==> src/rtl/spim_csr_pkg.sv <==
package spim_csr_pkg;
   localparam int OFS_CTRL   = 'h00;
   localparam int OFS_FSIZE  = 'h04;
   localparam int OFS_STAT   = 'h08;
   localparam int OFS_CLR    = 'h0C;
   localparam int OFS_RXD    = 'h10;
   localparam int OFS_TXD    = 'h14;
   localparam int OFS_CDIV   = 'h18;
   localparam int OFS_SEL    = 'h1C;
   localparam int OFS_MASKED = 'h20;
   localparam int OFS_RAW    = 'h24;
   localparam int OFS_CNTHI  = 'h50;

   localparam int CB_EN     = 0;
   localparam int CB_MST    = 1;
   localparam int CB_PROTO  = 2;
   localparam int CB_IE     = 4;
   localparam int CB_CNT    = 8;
   localparam int CB_CPOL   = 24;
   localparam int CB_CPHA   = 25;
   localparam int CB_HOLD   = 26;
   localparam int CB_CKMODE = 28;
   localparam int CB_BIGF   = 29;
   localparam int CB_SRST   = 31;

   localparam int NIRQ = 4;

   localparam logic [31:0] CTRL_RW_MASK = 32'hB7FF_FFFF;
   localparam logic [31:0] CTRL_CNT_FLD = 32'h00FF_FF00;
   localparam logic [31:0] CTRL_RESET   = 32'h8000_0000;

   localparam int SB_ACTIVE = 14;
   localparam int SB_SEL    = 13;
   localparam int SB_FSTART = 12;
   localparam int SB_FLAGS  = 4;
endpackage

==> src/rtl/spim_cfg_regs.sv <==
module spim_cfg_regs
   import spim_csr_pkg::*;
#(
   parameter int FSIZE_W = 6,
   parameter int CDIV_W  = 8,
   parameter int NUM_SEL = 8
) (
   input  logic               clk,
   input  logic               rst_n,
   input  logic               wr_ctrl,
   input  logic               wr_fsize,
   input  logic               wr_cnthi,
   input  logic               wr_cdiv,
   input  logic               wr_sel,
   input  logic [31:0]        wdata,
   output logic [31:0]        ctrl_q,
   output logic [FSIZE_W-1:0] fsize_q,
   output logic [15:0]        cnt_lo_q,
   output logic [15:0]        cnt_hi_q,
   output logic [CDIV_W-1:0]  cdiv_q,
   output logic [NUM_SEL-1:0] sel_bits_q,
   output logic               sel_direct_q,
   output logic               sel_outen_q
);
   logic locked;
   assign locked = ctrl_q[CB_EN];

   always_ff @(posedge clk or negedge rst_n) begin
      if (!rst_n) begin
         ctrl_q <= CTRL_RESET;
      end else if (wr_ctrl) begin
         ctrl_q <= wdata & CTRL_RW_MASK & ~CTRL_CNT_FLD;
      end
   end

   always_ff @(posedge clk or negedge rst_n) begin
      if (!rst_n) begin
         fsize_q  <= '0;
         cnt_lo_q <= '0;
         cnt_hi_q <= '0;
      end else if (!locked) begin
         if (wr_fsize) fsize_q  <= wdata[FSIZE_W-1:0];
         if (wr_ctrl)  cnt_lo_q <= wdata[CB_CNT +: 16];
         if (wr_cnthi) cnt_hi_q <= wdata[31:16];
      end
   end

   always_ff @(posedge clk or negedge rst_n) begin
      if (!rst_n) begin
         cdiv_q       <= '0;
         sel_bits_q   <= '0;
         sel_direct_q <= 1'b0;
         sel_outen_q  <= 1'b0;
      end else begin
         if (wr_cdiv) cdiv_q <= wdata[CDIV_W-1:0];
         if (wr_sel) begin
            sel_bits_q   <= wdata[NUM_SEL-1:0];
            sel_direct_q <= wdata[8];
            sel_outen_q  <= wdata[9];
         end
      end
   end


   fsize_lock_chk: assert property (@(posedge clk) disable iff (!rst_n)
      locked |=> $stable(fsize_q));


   cnt_lock_chk: assert property (@(posedge clk) disable iff (!rst_n)
      locked |=> ($stable(cnt_lo_q) && $stable(cnt_hi_q)));
endmodule

==> src/rtl/spim_irq_unit.sv <==
module spim_irq_unit
   import spim_csr_pkg::*;
(
   input  logic            clk,
   input  logic            rst_n,
   input  logic [NIRQ-1:0] event_i,
   input  logic [NIRQ-1:0] clr_i,
   input  logic [NIRQ-1:0] en_i,
   output logic [NIRQ-1:0] raw_q,
   output logic [NIRQ-1:0] masked_o,
   output logic            irq_o
);
   for (genvar k = 0; k < NIRQ; k++) begin : g_bit
      always_ff @(posedge clk or negedge rst_n) begin
         if (!rst_n)
            raw_q[k] <= 1'b0;
         else if (event_i[k])
            raw_q[k] <= 1'b1;
         else if (clr_i[k])
            raw_q[k] <= 1'b0;
      end


      ev_wins_chk: assert property (@(posedge clk) disable iff (!rst_n)
         event_i[k] |=> raw_q[k]);


      clr_takes_chk: assert property (@(posedge clk) disable iff (!rst_n)
         (clr_i[k] && !event_i[k]) |=> !raw_q[k]);
   end

   assign masked_o = raw_q & en_i;
   assign irq_o    = |masked_o;
endmodule

==> src/rtl/spim_sel_drive.sv <==
module spim_sel_drive #(
   parameter int NUM_SEL    = 8,
   parameter bit ACTIVE_LOW = 1'b1
) (
   input  logic               clk,
   input  logic               rst_n,
   input  logic               enable_i,
   input  logic               hold_en_i,
   input  logic               xfer_active_i,
   input  logic               msg_done_i,
   input  logic [NUM_SEL-1:0] sel_bits_i,
   input  logic               direct_i,
   input  logic               outen_i,
   output logic [NUM_SEL-1:0] ss_o,
   output logic               any_sel_o
);
   localparam logic [NUM_SEL-1:0] IDLE_LEVEL = ACTIVE_LOW ? '1 : '0;

   logic               hold_q;
   logic [NUM_SEL-1:0] asserted;

   always_ff @(posedge clk or negedge rst_n) begin
      if (!rst_n)
         hold_q <= 1'b0;
      else if (!enable_i || msg_done_i)
         hold_q <= 1'b0;
      else if (hold_en_i && xfer_active_i)
         hold_q <= 1'b1;
   end

   for (genvar k = 0; k < NUM_SEL; k++) begin : g_line
      assign asserted[k] = outen_i && sel_bits_i[k] &&
                           (direct_i || xfer_active_i || hold_q);
   end

   if (ACTIVE_LOW) begin : g_low
      assign ss_o = ~asserted;
   end else begin : g_high
      assign ss_o = asserted;
   end

   assign any_sel_o = |asserted;


   outen_off_chk: assert property (@(posedge clk) disable iff (!rst_n)
      !outen_i |-> (ss_o == IDLE_LEVEL));


   hold_set_chk: assert property (@(posedge clk) disable iff (!rst_n)
      (enable_i && hold_en_i && xfer_active_i && !msg_done_i) |=> hold_q);


   hold_release_chk: assert property (@(posedge clk) disable iff (!rst_n)
      msg_done_i |=> !hold_q);
endmodule

==> src/rtl/spim_csr.sv <==
module spim_csr
   import spim_csr_pkg::*;
#(
   parameter int ADDR_W     = 8,
   parameter int DATA_W     = 8,
   parameter int FSIZE_W    = 6,
   parameter int CDIV_W     = 8,
   parameter int NUM_SEL    = 8,
   parameter bit SEL_ACTIVE_LOW = 1'b1
) (
   input  logic               clk,
   input  logic               rst_n,
   input  logic               reg_wr,
   input  logic               reg_rd,
   input  logic [ADDR_W-1:0]  reg_addr,
   input  logic [31:0]        reg_wdata,
   output logic [31:0]        reg_rdata,
   output logic               cfg_enable,
   output logic               cfg_master,
   output logic [1:0]         cfg_proto,
   output logic               cfg_cpol,
   output logic               cfg_cpha,
   output logic               cfg_sel_hold,
   output logic               cfg_clk_mode,
   output logic               cfg_big_fifo,
   output logic               cfg_soft_reset,
   output logic [FSIZE_W-1:0] cfg_frame_size,
   output logic [31:0]        cfg_frame_count,
   output logic [CDIV_W-1:0]  cfg_clk_div,
   output logic               tx_push_o,
   output logic [DATA_W-1:0]  tx_data_o,
   output logic               rx_pop_o,
   input  logic [DATA_W-1:0]  rx_data_i,
   input  logic               xfer_active_i,
   input  logic               msg_done_i,
   input  logic               frame_start_i,
   input  logic [7:0]         fifo_flags_i,
   input  logic [NIRQ-1:0]    event_i,
   output logic               irq_o,
   output logic [NUM_SEL-1:0] ss_o
);
   if (ADDR_W < 7 || ADDR_W > 32) begin : g_bad_addr
      $error("spim_csr: ADDR_W must lie in 7..32");
   end
   if (DATA_W < 1 || DATA_W > 32) begin : g_bad_data
      $error("spim_csr: DATA_W must lie in 1..32");
   end
   if (FSIZE_W < 1 || FSIZE_W > 32) begin : g_bad_fsize
      $error("spim_csr: FSIZE_W must lie in 1..32");
   end
   if (CDIV_W < 1 || CDIV_W > 32) begin : g_bad_cdiv
      $error("spim_csr: CDIV_W must lie in 1..32");
   end
   if (NUM_SEL < 1 || NUM_SEL > 8) begin : g_bad_sel
      $error("spim_csr: NUM_SEL must lie in 1..8");
   end

   function automatic logic hit(input logic [ADDR_W-1:0] a, input int ofs);
      return a == ADDR_W'(ofs);
   endfunction

   logic [31:0]        ctrl_q;
   logic [FSIZE_W-1:0] fsize_q;
   logic [15:0]        cnt_lo_q, cnt_hi_q;
   logic [CDIV_W-1:0]  cdiv_q;
   logic [NUM_SEL-1:0] sel_bits_q;
   logic               sel_direct_q, sel_outen_q;
   logic [NIRQ-1:0]    raw_q, masked, irq_en, clr_vec;
   logic               any_sel;
   logic [31:0]        frame_count;

   spim_cfg_regs #(
      .FSIZE_W(FSIZE_W), .CDIV_W(CDIV_W), .NUM_SEL(NUM_SEL)
   ) cfg_i (
      .clk         (clk),
      .rst_n       (rst_n),
      .wr_ctrl     (reg_wr && hit(reg_addr, OFS_CTRL)),
      .wr_fsize    (reg_wr && hit(reg_addr, OFS_FSIZE)),
      .wr_cnthi    (reg_wr && hit(reg_addr, OFS_CNTHI)),
      .wr_cdiv     (reg_wr && hit(reg_addr, OFS_CDIV)),
      .wr_sel      (reg_wr && hit(reg_addr, OFS_SEL)),
      .wdata       (reg_wdata),
      .ctrl_q      (ctrl_q),
      .fsize_q     (fsize_q),
      .cnt_lo_q    (cnt_lo_q),
      .cnt_hi_q    (cnt_hi_q),
      .cdiv_q      (cdiv_q),
      .sel_bits_q  (sel_bits_q),
      .sel_direct_q(sel_direct_q),
      .sel_outen_q (sel_outen_q)
   );

   // enable bit order: rx-data, tx-data, overflow, underrun -> raw bit order
   assign irq_en  = {ctrl_q[CB_IE+3], ctrl_q[CB_IE+2], ctrl_q[CB_IE+0], ctrl_q[CB_IE+1]};
   assign clr_vec = (reg_wr && hit(reg_addr, OFS_CLR)) ? reg_wdata[NIRQ-1:0] : '0;

   spim_irq_unit irq_i (
      .clk     (clk),
      .rst_n   (rst_n),
      .event_i (event_i),
      .clr_i   (clr_vec),
      .en_i    (irq_en),
      .raw_q   (raw_q),
      .masked_o(masked),
      .irq_o   (irq_o)
   );

   spim_sel_drive #(
      .NUM_SEL(NUM_SEL), .ACTIVE_LOW(SEL_ACTIVE_LOW)
   ) sel_i (
      .clk          (clk),
      .rst_n        (rst_n),
      .enable_i     (ctrl_q[CB_EN]),
      .hold_en_i    (ctrl_q[CB_HOLD]),
      .xfer_active_i(xfer_active_i),
      .msg_done_i   (msg_done_i),
      .sel_bits_i   (sel_bits_q),
      .direct_i     (sel_direct_q),
      .outen_i      (sel_outen_q),
      .ss_o         (ss_o),
      .any_sel_o    (any_sel)
   );

   assign frame_count = {cnt_hi_q, cnt_lo_q};

   assign cfg_enable      = ctrl_q[CB_EN];
   assign cfg_master      = ctrl_q[CB_MST];
   assign cfg_proto       = ctrl_q[CB_PROTO +: 2];
   assign cfg_cpol        = ctrl_q[CB_CPOL];
   assign cfg_cpha        = ctrl_q[CB_CPHA];
   assign cfg_sel_hold    = ctrl_q[CB_HOLD];
   assign cfg_clk_mode    = ctrl_q[CB_CKMODE];
   assign cfg_big_fifo    = ctrl_q[CB_BIGF];
   assign cfg_soft_reset  = ctrl_q[CB_SRST];
   assign cfg_frame_size  = fsize_q;
   assign cfg_frame_count = frame_count;
   assign cfg_clk_div     = cdiv_q;

   assign tx_push_o = reg_wr && hit(reg_addr, OFS_TXD);
   assign tx_data_o = reg_wdata[DATA_W-1:0];
   assign rx_pop_o  = reg_rd && hit(reg_addr, OFS_RXD);

   always_comb begin
      reg_rdata = '0;
      if (hit(reg_addr, OFS_CTRL))
         reg_rdata = ctrl_q | ({16'b0, cnt_lo_q} << CB_CNT);
      else if (hit(reg_addr, OFS_FSIZE))
         reg_rdata = 32'(fsize_q);
      else if (hit(reg_addr, OFS_STAT)) begin
         reg_rdata[NIRQ-1:0]         = raw_q;
         reg_rdata[SB_FLAGS +: 8]    = fifo_flags_i;
         reg_rdata[SB_FSTART]        = frame_start_i;
         reg_rdata[SB_SEL]           = any_sel;
         reg_rdata[SB_ACTIVE]        = xfer_active_i;
      end
      else if (hit(reg_addr, OFS_RXD))
         reg_rdata = 32'(rx_data_i);
      else if (hit(reg_addr, OFS_CDIV))
         reg_rdata = 32'(cdiv_q);
      else if (hit(reg_addr, OFS_SEL))
         reg_rdata = {22'b0, sel_outen_q, sel_direct_q, 8'(sel_bits_q)};
      else if (hit(reg_addr, OFS_MASKED))
         reg_rdata = 32'(masked);
      else if (hit(reg_addr, OFS_RAW))
         reg_rdata = 32'(raw_q);
      else if (hit(reg_addr, OFS_CNTHI))
         reg_rdata = frame_count;
   end


   irq_quiet_chk: assert property (@(posedge clk) disable iff (!rst_n)
      (raw_q == '0) |-> !irq_o);
endmodule

==> config.mk <==
export PLATFORM = sky130hd
export DESIGN_NAME = spim_csr
export DESIGN_NICKNAME = d
export VERILOG_FILES = /design/src/rtl/spim_csr_pkg.sv /design/src/rtl/spim_cfg_regs.sv /design/src/rtl/spim_irq_unit.sv /design/src/rtl/spim_sel_drive.sv /design/src/rtl/spim_csr.sv
export SDC_FILE = /design/constraint.sdc
export NUM_CORES = 1
export LEC_CHECK = 0
export ABC_CLOCK_PERIOD_IN_PS = 2150
export BUFFER_PORTS_ARGS = -buffer_cell sky130_fd_sc_hd__buf_2
export CAP_MARGIN = 20
export CORE_ASPECT_RATIO = 1.5
export CORE_MARGIN = 2
export CORE_UTILIZATION = 44
export CTS_CLUSTER_DIAMETER = 50
export DETAILED_ROUTE_END_ITERATION = 7
export PLACE_DENSITY = 0.86
export SETUP_SLACK_MARGIN = 0.2
export SLEW_MARGIN = 10
export SYNTH_ARGS = -nofsm -noshare
export SYNTH_HDL_FRONTEND = slang
export SYNTH_SLANG_ARGS = --single-unit
export TNS_END_PERCENT = 10
==> constraint.sdc <==
create_clock -name clk -period 2.15 [get_ports clk]
set_input_delay 0 -clock clk [delete_from_list [all_inputs] [get_ports clk]]
set_output_delay 0 -clock clk [all_outputs]
set_load 0.01 [all_outputs]
---- Word-level counts from Yosys, hierarchy flattened ----
Index checks and enable logic that the tools add are counted.
cells by class
  bitwise operators ....................... 4
  mux-type cells .......................... 21
  equality and inequality tests ........... 10
  reductions and logical operators ........ 40
operators by type and width
  kind                number
  $mux 32             8
  $eq 8x5->1 const B  4
  $or 32x24->32       1
  $logic_and 1x1->1   25
  $mux 17             1
  $eq 8x4->1 const B  2
  $eq 8x6->1 const B  2
  $mux 15             1
  $mux 1              10
  $reduce_bool 2->1   5
  $eq 8x3->1 const B  1
  $eq 8x7->1 const B  1
  $logic_not 8->1     1
  $not 8->8           1
  $reduce_or 8->1     1
  $reduce_and 2->1    3
  $and 4x4->4         1
  $mux 4              1
  $reduce_or 4->1     1
  $logic_or 1x1->1    3
  $logic_not 1->1     1
  $not 1->1           1
storage, ports and cells
  word-level logic and storage cells ...... 88
  bits in registers ....................... 75
  input port bits ......................... 67
  output and inout port bits .............. 107

---- Logic depth before layout (Yosys ltp) ----
Gate-level depths: netlist (run 1).
  word-level depth ........................ 10
  gate-level depth with buffers ........... 7
  gate-level depth less buffers ........... 4

---- Modules after synthesis ----
From an unflattened synthesis (run 1), not the netlist that was laid out.
second synthesis, totals
  cells, all modules ...................... 401
  area total of the unflattened synthesis .. 4460.5 um^2
modules (own cells, without submodules)
  module          sequential area each (um^2)  area an instance (um^2)  instances  cells an instance
  spim_cfg_regs   1752.9                       2827.7                   1          171
  spim_csr        0.0                          1340.0                   1          197
  spim_irq_unit   100.1                        185.2                    1          17
  spim_sel_drive  25.0                         107.6                    1          16

---- Least setup slack after synthesis (run 1) ----
OpenSTA, ideal clock, no wires.
  path type ............................... flip-flop to flip-flop
  start ................................... reg cfg_i.ctrl_q[0]
  end ..................................... reg cfg_i.cnt_lo_q[10]
  stages on the path, launching flop included .. 5
  buffers on the path ..................... 2
  library setup time ...................... 125 ps
  data arrival time ....................... 1339 ps
  setup slack ............................. 686 ps
  clock period less this slack ............ 1464 ps
  required time ........................... 2025 ps
  cells stage by stage .................... dfrtp_1 > or3_1 > buf_6 > buf_8 > mux2_2
on the way
  longest elaborated chain between the ends .. 2
RTL lines
  element                     RTL line             RTL
  start, declared             spim_cfg_regs.sv:16  output logic [31:0] ctrl_q,
  start signal, assigned      spim_cfg_regs.sv:32  ctrl_q <= wdata & CTRL_RW_MASK & ~CTRL_CNT_FLD;
  $not 1->1 (no line)         -
  $reduce_and 2->1 (no line)  -
  end signal, assigned        spim_cfg_regs.sv:43  if (wr_ctrl) cnt_lo_q <= wdata[CB_CNT +: 16];
  end, declared               spim_cfg_regs.sv:18  output logic [15:0] cnt_lo_q,
Every way passes these cells.
A chain may end at the register's enable or synchronous reset.

---- Worst setup path after layout (run 1) ----
  start ................................... reg cfg_i.cnt_lo_q[3]
  end ..................................... out reg_rdata[3]
on the way
  longest elaborated chain between the ends .. 9
RTL lines
  element        RTL line         RTL
  $mux 32        spim_csr.sv:166  else if (hit(reg_addr, OFS_CNTHI))
  $mux 32        spim_csr.sv:164  else if (hit(reg_addr, OFS_RAW))
  $mux 32        spim_csr.sv:162  else if (hit(reg_addr, OFS_MASKED))
  $mux 32        spim_csr.sv:160  else if (hit(reg_addr, OFS_SEL))
  $mux 32        spim_csr.sv:158  else if (hit(reg_addr, OFS_CDIV))
  $mux 32        spim_csr.sv:156  else if (hit(reg_addr, OFS_RXD))
  $mux 15        spim_csr.sv:149  else if (hit(reg_addr, OFS_STAT)) begin
  $mux 32        spim_csr.sv:147  else if (hit(reg_addr, OFS_FSIZE))
  $mux 32        spim_csr.sv:145  if (hit(reg_addr, OFS_CTRL))
  end, declared  spim_csr.sv:17   output logic [31:0] reg_rdata,
Every way passes these cells.

==> reports/metrics.csv, run 1 <==
stage,metric,value,unit
status,status,finished clean,
yosys,Yosys reg bits,75,
routing,Via-to-Cell Ratio,5.77,
power_and_ir_drop,sw power,0.875,mW
die,core area,9150,um^2
timing,final worst-path cycle share,0.828,
routing,Routed Antenna Nets,0,
clock_network,clock-pin slew on the worst setup and hold paths,60,ps
power_and_ir_drop,total power draw,3.59,mW
routing,WL final,13900,um
die,die area,10100,um^2
layout,"commonest non-fill, non-tap cell in the layout",buf_2,
yosys,"Seq/Total Area, Yosys",0.460,
timing,FMAX,562,MHz
setup_path,required time of the critical path,2150,ps
timing,Final Hold Vio Count,0,
clock_network,CTS root buf,clkbuf_16,
clock_network,CTS tree,done,
die,FP Rows,43,
clock_network,post-CTS sizing,0,
power_and_ir_drop,Leakage,3.04,nW
grt,initial antenna violation count,0,
clock_network,Hold Buf Count CTS,41,
yosys,Synth Area in Simple Gates,0.132,
setup_path,worst path arrival time,1780,ps
grt,Tot GR Track Use,0.277,
clock_network,CTS Buffer Depth,2,
grt,pin count of the biggest net entering global routing,76,
yosys,complex-gate fraction of the synthesized area,0.146,
layout,synthesis-to-layout area growth,41.2,%
timing,Setup WS post-layout,370,ps
setup_path,Critical Path End Type,output pin,
die,Die Span Y,122,um
yosys,Syn. warnings,0,
layout,share of layout cells above drive strength 1,0.500,
layout,Post-Layout Inst Area,5760,um^2
yosys,syn nets,427,
timing,RSZ-0062 raised after global routing,false,
yosys,post-synthesis cell type count,48,
setup_path,crit path max fanout,4,
setup_path,WS Path Type,flop to output pin,
clock_network,clk_lat worst skew,330,ps
clock_network,CTS Buf Count,9,
placement,Placer Congestion,0.906,
timing,max-slew violation count,0,
power_and_ir_drop,Logic pwr share,0.125,
power_and_ir_drop,Clk network pwr share,0.445,
grt,first-pass GRT wire length,20400,um
setup_path,critical path startpoint category,flop,
placement,DP HPWL,9990,um
routing,Initial DRC Count,250,
timing,skew final,4.73,ps
grt,vias in the first global route,3897,
placement,placed cell area,5030,um^2
yosys,largest family of logic cells by synthesized area,multiplexers,
timing,Worst Tran Pin Value,966,ps
routing,drt wl/cell,20.3,um
power_and_ir_drop,Internal Pwr Total,2.72,mW
yosys,cells after synthesis,360,
clock_network,H-tree Lvls,3,
routing,M1 WL,5200,um
yosys,Most used DFF post-synth,dfrtp_1,
clock_network,Post-CTS Setup Inserts,0,
placement,pre-CTS setup slack,379,ps
clock_network,CTS Sinks,75,
die,I/O pins,174,
timing,Final setup viols,0,
layout,diodes inserted,0,
yosys,Post-Synth Adder-Cell Area,0,
timing,Fin Setup TNS,0,ps
die,Starting Density,0.446,
placement,number of port buffers,173,
power_and_ir_drop,Cell Pwr Density,624,nW/um^2
flow_run,# Max-Cap Violations,0,
min_path,Worst Hold Class,primary input to flop,
power_and_ir_drop,Sequential Power Share,0.430,
yosys,Post-synth ARST share,1.00,
yosys,Synth Cell Area,4080,um^2
setup_path,R2R depth,2,
yosys,Post-synth EDFFs,0,
routing,WL met3,988,um
routing,via count,3958,
routing,1st-pass router iterations,6,
timing,Slew headroom,0.356,
routing,Met2 Wirelength,7270,um
routing,top sig layer,met4,
yosys,xor and xnor area share after synthesis,0,
routing,Post-route DRC,0,
yosys,multiplexer share of the synthesized area,0.208,
layout,most frequent cells in the layout,"buf_2 (172), dfrtp_1 (74), mux2_2 (70)",
yosys,Syn Area/Cell,11.3,um^2
grt,total grt overflow,0,
timing,minimum clock period,1780,ps
power_and_ir_drop,Max IR drop VDD,0.000440,V
die,Die W,82.6,um
layout,Final #Nets,636,
power_and_ir_drop,Switching Fraction,0.243,
min_path,hold path depth,3,
[power groups by stage]
stage / Combinational (mW) / Sequential (mW) / Clock [mW]
final: 0.450 / 1.54 / 1.60
after global routing: 0.489 / 1.55 / 1.70
after CTS: 0.448 / 1.54 / 1.63
after detailed placement: 0.394 / 1.57 / 0
after global placement: 0.387 / 1.56 / 0
after floorplan: 0.168 / 1.57 / 0
[through the flow]
stage / instances / hold WS [ps] / utilization
2_1_floorplan: 360 / -296 / -
3_3_place_gp: 629 / 159 / 0.550
3_5_place_dp: 629 / 162 / 0.550
4_1_cts: 686 / 20.4 / 0.630
5_1_grt: 686 / 79.1 / 0.630
6_report: 686 / 26.3 / 0.630
[Yosys cell counts (3+ instances only)]
cell type,number,share of area
nand3_1,13,0.016
a21o_1,4,0.0074
a32oi_1,3,0.0064
dfrtp_1,74,0.45
and2_1,3,0.0046
a32o_1,4,0.0098
a222oi_1,4,0.0098
a22o_1,17,0.037
nor2b_1,4,0.0061
inv_1,9,0.0083
mux2_2,70,0.19
mux2i_1,6,0.015
buf_2,5,0.0061
nor3_1,4,0.0049
or3_1,3,0.0046
nand2_1,22,0.020
clkbuf_1,13,0.012
a21oi_1,9,0.011
and3_1,6,0.0092
a22oi_1,11,0.020
buf_4,10,0.018
nand3b_1,4,0.0074
o21ai_0,8,0.0098
o22ai_1,11,0.017
nor2_1,5,0.0046
nand2b_1,5,0.0077
[sequential cells by signal, summed over array words and instances, names as in the netlist, 4 cells and up]
name / cells
cfg_i.cdiv_q: 8
cfg_i.cnt_hi_q: 16
cfg_i.cnt_lo_q: 16
cfg_i.ctrl_q: 14
cfg_i.fsize_q: 6
cfg_i.sel_bits_q: 8
irq_i.raw_q: 4
[metal layers]
layer / track usage / vias to the layer above
li1: - / 1768
met1: 0.319 / 1954
met2: 0.486 / 205
met3: 0.0600 / 31
met4: 0.117 / 0
met5: 0 / -
[kinds of logic after synthesis]
kind of cell | count (synthesis)
flops | 75
simple gates | 88
compound gates | 80
buf+inv | 41
mux | 76
[final cells by class]
class	instances	area, um^2
clock buffers	10	229
well taps	112	140
fillers	767	3390
clock inverters	6	88.8
flip-flops and latches	75	1880
inverters	9	33.8
multi-input cells	244	1990
repair buffers	230	1400
[path summary, 6_finish.rpt]
kind	end	startpoint	slack (ps)
setup / recovery	reg_rdata[3]	cfg_i.cnt_lo_q[3]	370
hold / removal	sel_i.hold_q	xfer_active_i	30
setup reg to reg	cfg_i.cnt_hi_q[9]	cfg_i.ctrl_q[0]	490
hold reg to reg	cfg_i.cnt_hi_q[0]	cfg_i.cnt_hi_q[0]	530
max in group asynchronous	cfg_i.cnt_lo_q[6]	rst_n	1150
min in group asynchronous	cfg_i.ctrl_q[2]	rst_n	350
[critical path, stage by stage, from the launching register on]
cell and delay (ps):
dfrtp_1 430, nand2b_1 170, a32o_1 260, a221oi_1 260, o22ai_1 160, buf_2 170
No activity file was read; power rests on OpenSTA's default activity.
==> run 2: changes to the inputs <==
ABC_AREA = 1   (was not set)
ABC_CLOCK_PERIOD_IN_PS = 1620   (was 2150)
CORE_UTILIZATION = 43   (was 44)
PLACE_DENSITY = 0.87   (was 0.86)
clock period = 1.62 ns   (was 2.15 ns; I/O delays follow)
==> run 2 against run 1 <==
Effect of this change:
- routed wire length is 0.37% higher
- combinational power is 22% higher
- sequential share of layout area hardly changed
- critical endpoint is now reg_rdata[13]
- largest power group is now registers
- via count is 9.4% higher
- the run now ends with negative setup slack left
- hold slack worse by 2.2 ps
- final cell count is 22% higher
- highest routed layer unchanged
==> reports/metrics.csv, run 2 <==
stage,metric,value,unit,change
routing,Post-route DRC,0,,unchanged
clock_network,CTS root buf,clkbuf_16,,
placement,number of port buffers,173,,unchanged
routing,Via-to-Cell Ratio,5.19,,-10%
die,FP Rows,43,,unchanged
min_path,worst hold start,reg_wdata[3],,
clock_network,clock-pin slew on the worst setup and hold paths,60,ps,about the same
grt,first-pass GRT wire length,21500,um,+5.4%
die,I/O pins,174,,unchanged
yosys,Synth Cell Area,4050,um^2,-0.71%
routing,Met2 Wirelength,7270,um,about the same
routing,WL met3,781,um,-21%
setup_path,required time of the critical path,1620,ps,-530 ps
die,Die Span Y,123,um,+0.77%
timing,max-slew violation count,0,,unchanged
setup_path,reg-to-reg endpoint,cfg_i.cnt_lo_q[6],,
power_and_ir_drop,total power draw,4.59,mW,+28%
layout,Final #Nets,784,,+23%
routing,WL final,14000,um,+0.37%
grt,vias in the first global route,4346,,+12%
yosys,Most used DFF post-synth,dfrtp_1,,
timing,final worst-path cycle share,1.03,,
clock_network,clk_lat worst skew,330,ps,about the same
clock_network,H-tree Lvls,3,,unchanged
grt,pin count of the biggest net entering global routing,38,,-50%
yosys,Syn Area/Cell,7.99,um^2,-29%
setup_path,Worst R2R Start,cfg_i.ctrl_q[0],,
clock_network,CTS Buf Count,9,,unchanged
yosys,post-synthesis cell type count,35,,-27%
timing,skew final,3.73,ps,-1.01 ps
yosys,syn nets,574,,+34%
setup_path,crit path max fanout,4,,unchanged
routing,top sig layer,met4,,
power_and_ir_drop,Clk network pwr share,0.434,,-0.011
power_and_ir_drop,Sequential Power Share,0.446,,+0.016
yosys,"Seq/Total Area, Yosys",0.464,,+0.00327
layout,top flop regs,"cfg_i.cnt_hi_q: 16 flops, cfg_i.cnt_lo_q: 16 flops, cfg_i.ctrl_q: 14 flops",,
min_path,hold path depth,3,,unchanged
layout,Post-Layout Inst Area,5760,um^2,about the same
layout,share of layout cells above drive strength 1,0.368,,-0.132
setup_path,worst path arrival time,1660,ps,-120 ps
setup_path,Worst R2R Setup Slack,320,ps,-170 ps
layout,"commonest non-fill, non-tap cell in the layout",buf_2,,
timing,Slew headroom,0.590,,+0.234
min_path,Hold Path End,cfg_i.ctrl_q[3],,
yosys,Post-synth EDFFs,0,,unchanged
routing,Routed Antenna Nets,0,,unchanged
setup_path,"slowest stage delay, CP",390,ps,-40 ps
power_and_ir_drop,Cell Pwr Density,796,nW/um^2,+28%
yosys,Synth area leader,dfrtp_1,,
power_and_ir_drop,Logic pwr share,0.120,,-0.005
routing,Initial DRC Count,302,,+21%
timing,RSZ-0062 raised after global routing,true,,
setup_path,"Slowest-stage cell, CP",dfrtp_1,,
placement,DP HPWL,10300,um,+3.3%
placement,Placer Congestion,0.951,,+5.0%
clock_network,CTS tree,done,,
timing,Fin Setup TNS,-44.8,ps,-44.8 ps
yosys,Yosys reg bits,75,,unchanged
layout,synthesis-to-layout area growth,42.3,%,
routing,M1 WL,5250,um,+0.96%
setup_path,Critical Path End Type,output pin,,
setup_path,critical path cell sequence,nor2_2 > nand2_1 > nand2_2 > inv_4 > nand2_2 > nand3_2 > nor3_2 > nand2_1 > nand2_1 > nand2_1 > buf_2,,
yosys,area share of the largest cell type after synthesis,0.457,,+0.00323
routing,drt wl/cell,16.7,um,-17%
die,Starting Density,0.440,,-0.00574
yosys,Syn. warnings,0,,unchanged
layout,diodes inserted,0,,unchanged
die,core area,9200,um^2,+0.59%
power_and_ir_drop,Internal Pwr Total,3.44,mW,+27%
yosys,most frequent cell after synthesis,nand2_1,,
grt,initial antenna violation count,0,,unchanged
timing,hold_ws,24.1,ps,-2.22 ps
flow_run,# Max-Cap Violations,0,,unchanged
timing,minimum clock period,1660,ps,
status,status,"complete, but fails checks",,
status,failing checks,negative setup slack,,
yosys,"top cells by count, synth","nand2_1 (152), dfrtp_1 (74), inv_1 (62), o21ai_1 (42), o21ai_0 (28)",,
setup_path,critical path startpoint category,flop,,
timing,Worst Tran Pin Value,614,ps,-352 ps
layout,fin util,0.626,,-0.00327
grt,total grt overflow,0,,unchanged
layout,most frequent cells in the layout,"buf_2 (171), nand2_1 (144), dfrtp_1 (71)",,
timing,Setup WS post-layout,-44.8,ps,-415 ps
grt,Tot GR Track Use,0.270,,-0.00712
clock_network,CTS Buffer Depth,2,,unchanged
clock_network,CTS Sinks,75,,unchanged
yosys,cells after synthesis,507,,+41%
placement,placed cell area,4960,um^2,-1.5%
yosys,top post-synthesis cells by area,"dfrtp_1 (46%), nand2_1 (14%), inv_1 (5.7%), o21ai_1 (5.2%), o21ai_0 (3.5%)",,
power_and_ir_drop,Leakage,3.12,nW,+2.7%
die,die area,10200,um^2,+1.5%
power_and_ir_drop,sw power,1.14,mW,+31%
routing,1st-pass router iterations,5,,-1
setup_path,WS Path Type,flop to output pin,,
setup_path,R2R depth,5,,+3
min_path,Worst Hold Class,primary input to flop,,
power_and_ir_drop,Max IR drop VDD,0.000624,V,+42%
routing,via count,4329,,+9.4%
timing,Final setup viols,1,,+1
setup_path,CP most frequent cell,nand2_1,,
die,Die W,83.2,um,+0.76%
yosys,Post-synth ARST share,1.00,,unchanged
layout,fillcell total,764,,-0.39%
timing,Final Hold Vio Count,0,,unchanged
power_and_ir_drop,Switching Fraction,0.249,,+0.00596
timing,FMAX,601,MHz,
[run 2: cell count changes after synthesis, moves of 8 or more]
cell and delta:
nor2_4 +8, o21ai_1 +42, inv_1 +53, nor2_1 +21, o22ai_1 -8, nand2_1 +130, clkbuf_1 -11, a22oi_1 -11
mux2_2 -70, o21ai_0 +20
[run 2: how the worst max path moves through the flow]
stage / from / to
global placement: sel_i.hold_q / reg_rdata[13]
finish: sel_i.hold_q / reg_rdata[13]
global route: sel_i.hold_q / reg_rdata[13]
floorplan: cfg_i.ctrl_q[0] / cfg_i.cnt_lo_q[2]
CTS: sel_i.hold_q / reg_rdata[13]
detailed placement: sel_i.hold_q / reg_rdata[13]
[run 2: logic make-up after synthesis]
logic type,share of synthesized area
and+or+nand+nor,0.255
DFF,0.464
muxes,0.0111
AOI/OAI and AO/OA,0.160
buffers and inverters,0.111
[run 2: worst max-delay path: cells and delay by family (launching register included)]
kind,cells,cell delay [ps]
simple gates,9,750
buf+inv,2,200
flops,1,390
[run 2: per-layer routing]
layer  up-vias  global-route usage
met5         -                   0
met1      2049               0.304
li1       2036                   -
met4         0               0.186
met3        51              0.0518
met2       193               0.463
[run 2: timing repair]
item | in CTS | in global routing
gates resized for setup | 15 | 19
setup endpoints to repair | 14 | 43
setup buffers | 2 | 6
pin swaps | 11 | 13
hold buffers | 34 | 0
endpoints found under the hold margin | 125 | 0
[run 2: power by group through the flow]
stage               registers [mW]  logic (mW)  clock network [mW]
CTS                           2.04       0.538                2.02
detailed placement            2.07       0.467                   0
finish                        2.05       0.550                1.99
global route                  2.06       0.604                2.11
global placement              2.07       0.454                   0
floorplan                     2.08       0.186                   0
[run 2: cell type report]
class,count,area (um^2),area share
Clock buffer,10,239,0.0415
Clock inverter,6,63.8,0.0111
Inverter,67,258,0.0447
Multi-Input combinational cell,338,1800,0.312
Sequential cell,75,1880,0.327
Tap cell,112,140,0.0243
Timing Repair Buffer,226,1390,0.240
[run 2: metrics by stage]
step	instances	worst slack [ps]
2_1_floorplan	507	399
3_3_place_gp	776	150
3_5_place_dp	776	135
4_1_cts	828	-136
5_1_grt	834	-161
6_report	834	-44.8
